[src/rtl/enacc_pkg.sv]
`timescale 1ns/1ps
package enacc_pkg;
  // strobes passed from the control decode to the datapath
  typedef struct packed {
    logic load;        // accept the sample this cycle
    logic actNegate;   // take the saturated negation of the active sample
    logic actClear;    // force the active contribution to zero
    logic reactNegate; // take the saturated negation of the reactive sample
  } condCtrl_t;

  localparam int MODE_W      = 4;
  localparam int BIT_ACT_ABS = 0;
  localparam int BIT_ACT_POS = 1;
  localparam int BIT_RCT_FOL = 2;
  localparam int BIT_RCT_ABS = 3;
endpackage

[src/rtl/enacc_ctrl.sv]
`timescale 1ns/1ps
module enacc_ctrl
  import enacc_pkg::*;
(
  input  logic              sampleValid,
  input  logic [MODE_W-1:0] modeCfg,
  input  logic              actSign,
  input  logic              reactSign,
  output condCtrl_t         ctrl
);
  logic actAbs, actPos, rctFol, rctAbs;

  always_comb begin
    actAbs = modeCfg[BIT_ACT_ABS];
    actPos = modeCfg[BIT_ACT_POS];
    rctFol = modeCfg[BIT_RCT_FOL];
    rctAbs = modeCfg[BIT_RCT_ABS];

    ctrl.load      = sampleValid;
    // magnitude wins over positive-only on the active side
    ctrl.actNegate = actAbs & actSign;
    ctrl.actClear  = ~actAbs & actPos & actSign;
    // magnitude wins over sign-following on the reactive side
    if (rctAbs)
      ctrl.reactNegate = reactSign;
    else
      ctrl.reactNegate = rctFol & actSign;
  end
endmodule

[src/rtl/enacc_dp.sv]
`timescale 1ns/1ps
module enacc_dp
  import enacc_pkg::*;
#(
  parameter int DATA_W = 24,
  parameter int ACC_W  = 48
) (
  input  logic              clk,
  input  logic              rstN,
  input  condCtrl_t         ctrl,
  input  logic [DATA_W-1:0] activeIn,
  input  logic [DATA_W-1:0] reactiveIn,
  output logic              incrValid,
  output logic [DATA_W-1:0] actIncr,
  output logic [DATA_W-1:0] reactIncr,
  output logic [DATA_W-1:0] pulseAct,
  output logic [DATA_W-1:0] pulseReact,
  output logic [ACC_W-1:0]  actEnergy,
  output logic [ACC_W-1:0]  reactEnergy
);
  localparam int EXT_W = ACC_W - DATA_W;
  localparam logic [DATA_W-1:0] MOST_NEG = {1'b1, {(DATA_W-1){1'b0}}};
  localparam logic [DATA_W-1:0] MOST_POS = {1'b0, {(DATA_W-1){1'b1}}};

  function automatic logic [DATA_W-1:0] satNeg(input logic [DATA_W-1:0] x);
    if (x == MOST_NEG) return MOST_POS;
    return ~x + 1'b1;
  endfunction

  logic [DATA_W-1:0] actCond, reactCond;
  logic [ACC_W-1:0]  actExt, reactExt;

  always_comb begin
    if (ctrl.actClear)
      actCond = '0;
    else if (ctrl.actNegate)
      actCond = satNeg(activeIn);
    else
      actCond = activeIn;
    reactCond = ctrl.reactNegate ? satNeg(reactiveIn) : reactiveIn;
    actExt    = {{EXT_W{actCond[DATA_W-1]}}, actCond};
    reactExt  = {{EXT_W{reactCond[DATA_W-1]}}, reactCond};
  end

  always_ff @(posedge clk) begin
    if (!rstN) begin
      incrValid   <= 1'b0;
      actIncr     <= '0;
      reactIncr   <= '0;
      pulseAct    <= '0;
      pulseReact  <= '0;
      actEnergy   <= '0;
      reactEnergy <= '0;
    end else begin
      incrValid <= ctrl.load;
      if (ctrl.load) begin
        actIncr     <= actCond;
        reactIncr   <= reactCond;
        pulseAct    <= actCond;
        pulseReact  <= reactCond;
        actEnergy   <= actEnergy + actExt;
        reactEnergy <= reactEnergy + reactExt;
      end else begin
        pulseAct   <= '0;
        pulseReact <= '0;
      end
    end
  end
endmodule

[src/rtl/enacc_conditioner.sv]
`timescale 1ns/1ps
module enacc_conditioner
  import enacc_pkg::*;
#(
  parameter int DATA_W = 24,
  parameter int ACC_W  = 48
) (
  input  logic              clk,
  input  logic              rstN,
  input  logic              sampleValid,
  input  logic [MODE_W-1:0] modeCfg,
  input  logic [DATA_W-1:0] activeIn,
  input  logic [DATA_W-1:0] reactiveIn,
  output logic              incrValid,
  output logic [DATA_W-1:0] actIncr,
  output logic [DATA_W-1:0] reactIncr,
  output logic [DATA_W-1:0] pulseAct,
  output logic [DATA_W-1:0] pulseReact,
  output logic [ACC_W-1:0]  actEnergy,
  output logic [ACC_W-1:0]  reactEnergy
);
  condCtrl_t ctrl;

  enacc_ctrl ctrl_i (
    .sampleValid (sampleValid),
    .modeCfg     (modeCfg),
    .actSign     (activeIn[DATA_W-1]),
    .reactSign   (reactiveIn[DATA_W-1]),
    .ctrl        (ctrl)
  );

  enacc_dp #(.DATA_W(DATA_W), .ACC_W(ACC_W)) dp_i (
    .clk         (clk),
    .rstN        (rstN),
    .ctrl        (ctrl),
    .activeIn    (activeIn),
    .reactiveIn  (reactiveIn),
    .incrValid   (incrValid),
    .actIncr     (actIncr),
    .reactIncr   (reactIncr),
    .pulseAct    (pulseAct),
    .pulseReact  (pulseReact),
    .actEnergy   (actEnergy),
    .reactEnergy (reactEnergy)
  );
endmodule

[config.mk]
export PLATFORM = sky130hd
export DESIGN_NAME = enacc_conditioner
export DESIGN_NICKNAME = d
export VERILOG_FILES = /design/src/rtl/enacc_pkg.sv /design/src/rtl/enacc_ctrl.sv /design/src/rtl/enacc_dp.sv /design/src/rtl/enacc_conditioner.sv
export SDC_FILE = /design/constraint.sdc
export NUM_CORES = 1
export LEC_CHECK = 0
export ABC_AREA = 1
export BUFFER_PORTS_ARGS = -buffer_cell sky130_fd_sc_hd__clkbuf_2
export CAP_MARGIN = 20
export CORE_MARGIN = 2
export CORE_UTILIZATION = 55
export DETAILED_ROUTE_END_ITERATION = 6
export PLACE_DENSITY = 0.77
export SYNTH_ARGS = -nofsm -noshare
export SYNTH_HDL_FRONTEND = slang
export SYNTH_SLANG_ARGS = --single-unit
export TNS_END_PERCENT = 1
[constraint.sdc]
create_clock -name clk -period 5 [get_ports clk]
set_input_delay 0.25 -clock clk [delete_from_list [all_inputs] [get_ports clk]]
set_output_delay 0.25 -clock clk [all_outputs]
set_load 0.02 [all_outputs]
==> metrics.csv, run 1 <==
metric;value;unit
worst path required time;5340;ps
status;finished, final reports clean;
Final ANT Viol Nets;0;
initial DRC count;1244;
DRC viols;0;
number of flops mapped to enable cells by yosys;0;
Synth cell types;44;
Max Freq;240;MHz
Final Hold Fails;0;
Hold Crit Depth;3;
cts bufs inserted;17;
cell taking the most area after synthesis;dfxtp_1;
final setup fails;0;
Initial Utilization;55.9;%
count leader, synth;nand2_1;
cell area power density;366;mW/mm^2
final core utilization;64.7;%
antenna diode count;0;
kind of critical path;in -> reg;
Worst EP arrival;4500;ps
post-synthesis sequential area ratio;28.4;%
final net count;2560;
Final Non-Filler Cells;2744;
All-Layer GR Usage;34.1;%
total of max-cap violations;0;
Die X;161;um
I/O pin count;248;
RSZ-0062 raised after global routing;no;
grt ovf;0;
Synth Flop Type;dfxtp_1;
share of layout cells above drive strength 1;12.9;%
clk buf depth;2;
core box area;0.0243;sq mm
wire per inst;16.2;um
top cell type's share of synthesized area;28.4;%
DRT Wirelength;44.6;mm
CP Cell Sequence;clkbuf_2 > nand2_1 > nand3_1 > inv_2 > nor2_1 > nand3_1 > inv_1 > ha_1 > a21oi_1 > o21ai_0 > a21oi_1 > nand2_1 > a21oi_1 > nor2_1 > nor2_1 > nand2_1 > nand3_1 > nand2_1;
clk_skew;12.2;ps
Clock Root Buffer;clkbuf_16;
via count;15100;
Post-DP HPWL;35.3;mm
async set-reset flop share out of synthesis;0;%
Hold Path Class;in -> reg;
vias in the first global route;14200;
post-CTS sizing;0;
cell depth of the worst setup path;18;
Placement Rows;57;
Commonest cells post-synth;nand2_1 (625), nor2_1 (308), inv_1 (248), dfxtp_1 (193), a21oi_1 (173);
CP most frequent cell;nand2_1;
Final Wtd Congestion;0.961;
hold_buf cts;0;
Synth warnings;0;
setup_tns;0;ps
largest net degree at the start of global routing;106;
Port Buf Inserts;247;
minimum clock period;4160;ps
Setup crit start kind;primary input;
H-tree depth;4;
Worst Tran Pin Value;1050;ps
first-pass GRT wire length;71.4;mm
Syn Std Cell Area;0.0136;sq mm
clk_lat worst skew;450;ps
Max Fanout on Critical Path;25;
CP bufs+invs;3;
DR pass1 iterations;6;
initial antenna violation count;0;
die area;0.0260;sq mm
Final Max Tran Viols;0;
Die Ht;161;um
Power Total;5.77;mW
clock-pin slew of the registers on the worst-case setup and hold paths;80;ps
Cells after Synth;2175;
post-synth net total;2328;
TritonCTS clock tree;yes;
Cells after DPL;2712;
CP top delay family;simple AND/OR/NAND/NOR gates;
Post-CTS Setup Inserts;0;
CP Capture Type;flip-flop;
static leakage;7.97;nW
Synth Register Bits;193;
final worst-path cycle share;83.2;%
via-per-instance ratio;5.50;
slowest cell delay on critical path;820;ps
total clock sinks;193;
average cell area after synthesis;6.25;sq um
Worst path slowest cell;inv_1;
Reg2Reg Depth;15;
Relative slew margins;30.1;%
Peak VDD IR;0.000256;V
top cells by area, synth;dfxtp_1 (28%), nand2_1 (17%), ha_1 (8.8%);
Layout Area Growth over Synthesis;15.8;%
[routing by layer]
layer  up-vias  global-route usage (%)  wire, um
met2       608                    58.5     21100
li1       7524                       -         -
met4         0                    11.5      1220
met5         -                       0         0
met1      6885                    44.3     19300
met3        88                    4.39      2910
[sequential cells by signal, indices dropped and copies added (netlist names)]
name              flops
dp_i.reactEnergy     48
dp_i.incrValid        1
dp_i.pulseAct        24
dp_i.actIncr         24
dp_i.pulseReact      24
dp_i.actEnergy       48
dp_i.reactIncr       24
[layout make-up]
class	instances	area, sq um
Inverter	250	938
Clock buffer	18	429
Timing Repair Buffer	255	1300
Clock inverter	14	170
Multi-Input combinational cell	1690	8640
Fill cell	2375	8580
Tap cell	324	405
Sequential cell	193	3860
[where the power goes]
group	internal [mW]	switching [mW]	total, mW
Clock	0.676	0.734	1.41
Combinational	0.810	1.64	2.46
Sequential	1.73	0.175	1.90
Total	3.21	2.55	5.77
[metrics by stage]
step | area (sq um) | worst slack (ps) | hold WS (ps)
after detailed placement | 15100 | 487 | 439
after CTS | 15700 | 902 | 82.5
after global placement | 15100 | 521 | 436
final | 15700 | 839 | 94.5
after global routing | 15700 | 526 | 107
after floorplan | 13600 | 1510 | 388
[path summary, 6_finish.rpt]
kind                                  startpoint                               to  slack [ps]
setup reg to reg  dp_i.actEnergy[0]$_SDFFE_PN0P_  dp_i.actEnergy[42]$_SDFFE_PN0P_        2320
setup / recovery                    activeIn[23]  dp_i.actEnergy[39]$_SDFFE_PN0P_         840
hold / removal                     reactiveIn[0]    dp_i.pulseReact[0]$_SDFF_PN0_          90
hold reg to reg    dp_i.actIncr[10]$_SDFFE_PN0P_    dp_i.actIncr[10]$_SDFFE_PN0P_         450
[worst min-delay path, stage by stage]
cell	delay [ps]
clkbuf_2	90
nor2_1	80
nor2_1	90
[cells by family (layout without fill, tap and decap cells)]
group,count (synthesis),count (layout),share of synthesized area (%)
AO/OA/AOI/OAI,409,409,16.3
XOR/XNOR,73,73,4.70
adder cells (fa/ha/maj),98,98,9.13
buffers and inverters,292,537,8.21
flip-flops,193,193,28.4
AND/OR/NAND/NOR,1110,1110,33.3
[placed cells by master (no fill, tap or decap), types with 19 or more instances in the layout]
cell      netlist  final
nand2_1       625    624
nor2_1        308    307
inv_1         248    248
clkbuf_2        0    247
dfxtp_1       193    193
a21oi_1       173    172
o21ai_0       163    163
ha_1           96     96
nand3_1        91     91
xor2_1         42     42
xnor2_1        31     31
nor3_1         27     27
nand4_1        19     19
No activity file was read; power rests on OpenSTA's default activity.
==> run 2: changes to the inputs <==
clock period = 4.18 ns   (was 5 ns; I/O delays follow)
==> run 2 against run 1 <==
Compared with the run above:
- die area stayed put
- non-clock buffer count is 9 higher
- highest routed layer unchanged
- critical endpoint is now dp_i.actEnergy[36]$_SDFFE_PN0P_
- worst hold slack got worse by 31 ps
- power is 22% higher
- design area increased by 0.57%
- via count is 0.30% lower
- sequential power increased by 19%
- final cell count increased by 0.26%
- clock-buffer cell count shrank 1
- setup slack got worse by 370 ps
- global-route usage shrank 0.23 points
==> metrics.csv, run 2 (synthesized netlist as in run 1, its figures left out) <==
metric;value;unit;change
status;finished, final reports clean;;unchanged
Port Buf Inserts;247;;unchanged
clk buf depth;2;;unchanged
Final Hold Fails;0;;unchanged
initial DRC count;1333;;was 1,244
Die X;161;um;unchanged
Hold Path Class;in -> reg;;unchanged
total clock sinks;193;;unchanged
cts bufs inserted;17;;unchanged
first-pass GRT wire length;70.4;mm;was 71.4 mm
Max Freq;270;MHz;
vias in the first global route;14100;;was 14,200
Fin Hold WS;63.9;ps;was 94.5 ps
Worst Tran Pin Value;1080;ps;was 1050 ps
Post-DP HPWL;35.9;mm;was 35.3 mm
final core utilization;65.1;%;was 64.7%
grt met2 use;58.4;%;was 58.5%
wire per inst;16.3;um;was 16.2 um
final net count;2569;;was 2,560
H-tree depth;4;;unchanged
Hold Crit Depth;3;;unchanged
Relative slew margins;28.2;%;was 30.1%
DR pass1 iterations;5;;was 6
Final Wtd Congestion;1.01;;was 0.961
largest net degree at the start of global routing;106;;unchanged
final setup fails;0;;unchanged
total of max-cap violations;0;;unchanged
hold_buf cts;0;;unchanged
Final Max Tran Viols;0;;unchanged
core box area;0.0243;sq mm;unchanged
r2r startpoint;dp_i.actEnergy[0]$_SDFFE_PN0P_;;unchanged
antenna diode count;0;;unchanged
area of the multi-input gates;0.00864;sq mm;unchanged
Peak VDD IR;0.000282;V;was 0.000256 V
static leakage;8.04;nW;was 7.97 nW
post-CTS sizing;0;;unchanged
Setup crit start kind;primary input;;unchanged
Die Ht;161;um;unchanged
most frequent cells in the layout;nand2_1 (624), nor2_1 (307), inv_1 (248);;unchanged
worst reg2reg path endpoint;dp_i.actEnergy[36]$_SDFFE_PN0P_;;was dp_i.actEnergy[42]$_SDFFE_PN0P_
Max Fanout on Critical Path;14;;was 25
I/O pin count;248;;unchanged
minimum clock period;3710;ps;
die area;0.0260;sq mm;unchanged
routing usage on met3;3.93;%;was 4.39%
Worst EP arrival;4040;ps;was 4500 ps
gr busiest metal;met2;;unchanged
clk_lat worst skew;450;ps;about the same
clock-pin slew of the registers on the worst-case setup and hold paths;80;ps;about the same
Reg2Reg Depth;15;;unchanged
via-per-instance ratio;5.47;;was 5.50
kind of critical path;in -> reg;;unchanged
setup_tns;0;ps;unchanged
Final ANT Viol Nets;0;;unchanged
share of layout cells above drive strength 1;13.1;%;was 12.9%
final worst-path cycle share;88.7;%;
via count;15100;;about the same
RSZ-0062 raised after global routing;no;;unchanged
routing usage on met1;43.6;%;was 44.3%
Post-CTS Setup Inserts;0;;unchanged
Reg2Reg Setup Slack;1390;ps;was 2320 ps
Placement Rows;57;;unchanged
top flop regs;dp_i.actEnergy: 48 flops, dp_i.reactEnergy: 48 flops;;unchanged
DRC viols;0;;unchanged
All-Layer GR Usage;33.8;%;was 34.1%
register area;0.00386;sq mm;unchanged
commonest non-fill, non-tap cell in the layout;nand2_1;;unchanged
Layout Area Growth over Synthesis;16.4;%;was 15.8%
Clock Root Buffer;clkbuf_16;;unchanged
Initial Utilization;55.9;%;unchanged
critical hold path startpoint;reactiveIn[0];;unchanged
DRT Wirelength;44.9;mm;was 44.6 mm
TritonCTS clock tree;yes;;unchanged
Hold EP;dp_i.pulseReact[0]$_SDFF_PN0_;;unchanged
Fill cells;2352;;was 2,375
worst path required time;4510;ps;was 5340 ps
CP Capture Type;flip-flop;;unchanged
grt ovf;0;;unchanged
initial antenna violation count;0;;unchanged
clk_skew;13.9;ps;was 12.2 ps
cell area power density;444;mW/mm^2;was 366 mW/mm^2
run 2: stage by stage:
step                power (mW)  setup WS, ps  area, sq um  std cells
floorplan                 4.30           728        13600       2175
global placement          5.16           154        15200       2721
detailed placement        5.20           131        15200       2721
CTS                       6.98           590        15800       2751
global route              7.43           130        15800       2751
finish                    7.02           473        15800       2751
run 2: critical path: stages:
cell and delay, ps:
clkbuf_2 80, inv_1 80, ha_1 200, nand4_1 210
nor3_4 250, nand4_2 350, o21ai_0 280, ha_1 240
inv_1 60, fa_1 390, inv_1 70, nand3_1 60
nand2_1 140, a21oi_1 150, o21ai_0 650, nand2_1 100
nand2_1 130, nand2_1 110, nand2_1 70, nand2_1 40
nand3_1 90, nand2_1 70
run 2: worst max-delay path by stage:
stage | endpoint | slack (ps) | cells after the start | from
after global routing | dp_i.actEnergy[36]$_SDFFE_PN0P_ | 130 | 22 | activeIn[0]
after floorplan | dp_i.reactEnergy[47]$_SDFFE_PN0P_ | 730 | 21 | reactiveIn[1]
after CTS | dp_i.actEnergy[36]$_SDFFE_PN0P_ | 590 | 22 | activeIn[1]
after global placement | dp_i.actEnergy[36]$_SDFFE_PN0P_ | 150 | 22 | activeIn[0]
final | dp_i.actEnergy[36]$_SDFFE_PN0P_ | 470 | 22 | activeIn[1]
after detailed placement | dp_i.actEnergy[36]$_SDFFE_PN0P_ | 130 | 22 | activeIn[1]
run 2: layout make-up:
class / count / share of cell area [%]
Multi-Input combinational cell: 1690 / 54.6
Timing Repair Buffer: 264 / 8.62
Inverter: 250 / 5.93
Clock inverter: 13 / 1.24
Clock buffer: 17 / 2.69
Sequential cell: 193 / 24.4
Tap cell: 324 / 2.56
run 2: layer usage:
| metal | share of wire, % | vias up |
|---|---|---|
| met5 | 0 | - |
| met4 | 3.4 | 0 |
| met3 | 6.3 | 109 |
| met2 | 47 | 562 |
| met1 | 43 | 6857 |
| li1 | - | 7531 |
run 2: report_power, final:
group | switching (mW) | internal [mW]
Clock | 0.828 | 0.965
Combinational | 1.98 | 0.980
Sequential | 0.206 | 2.06
Total | 3.01 | 4.01
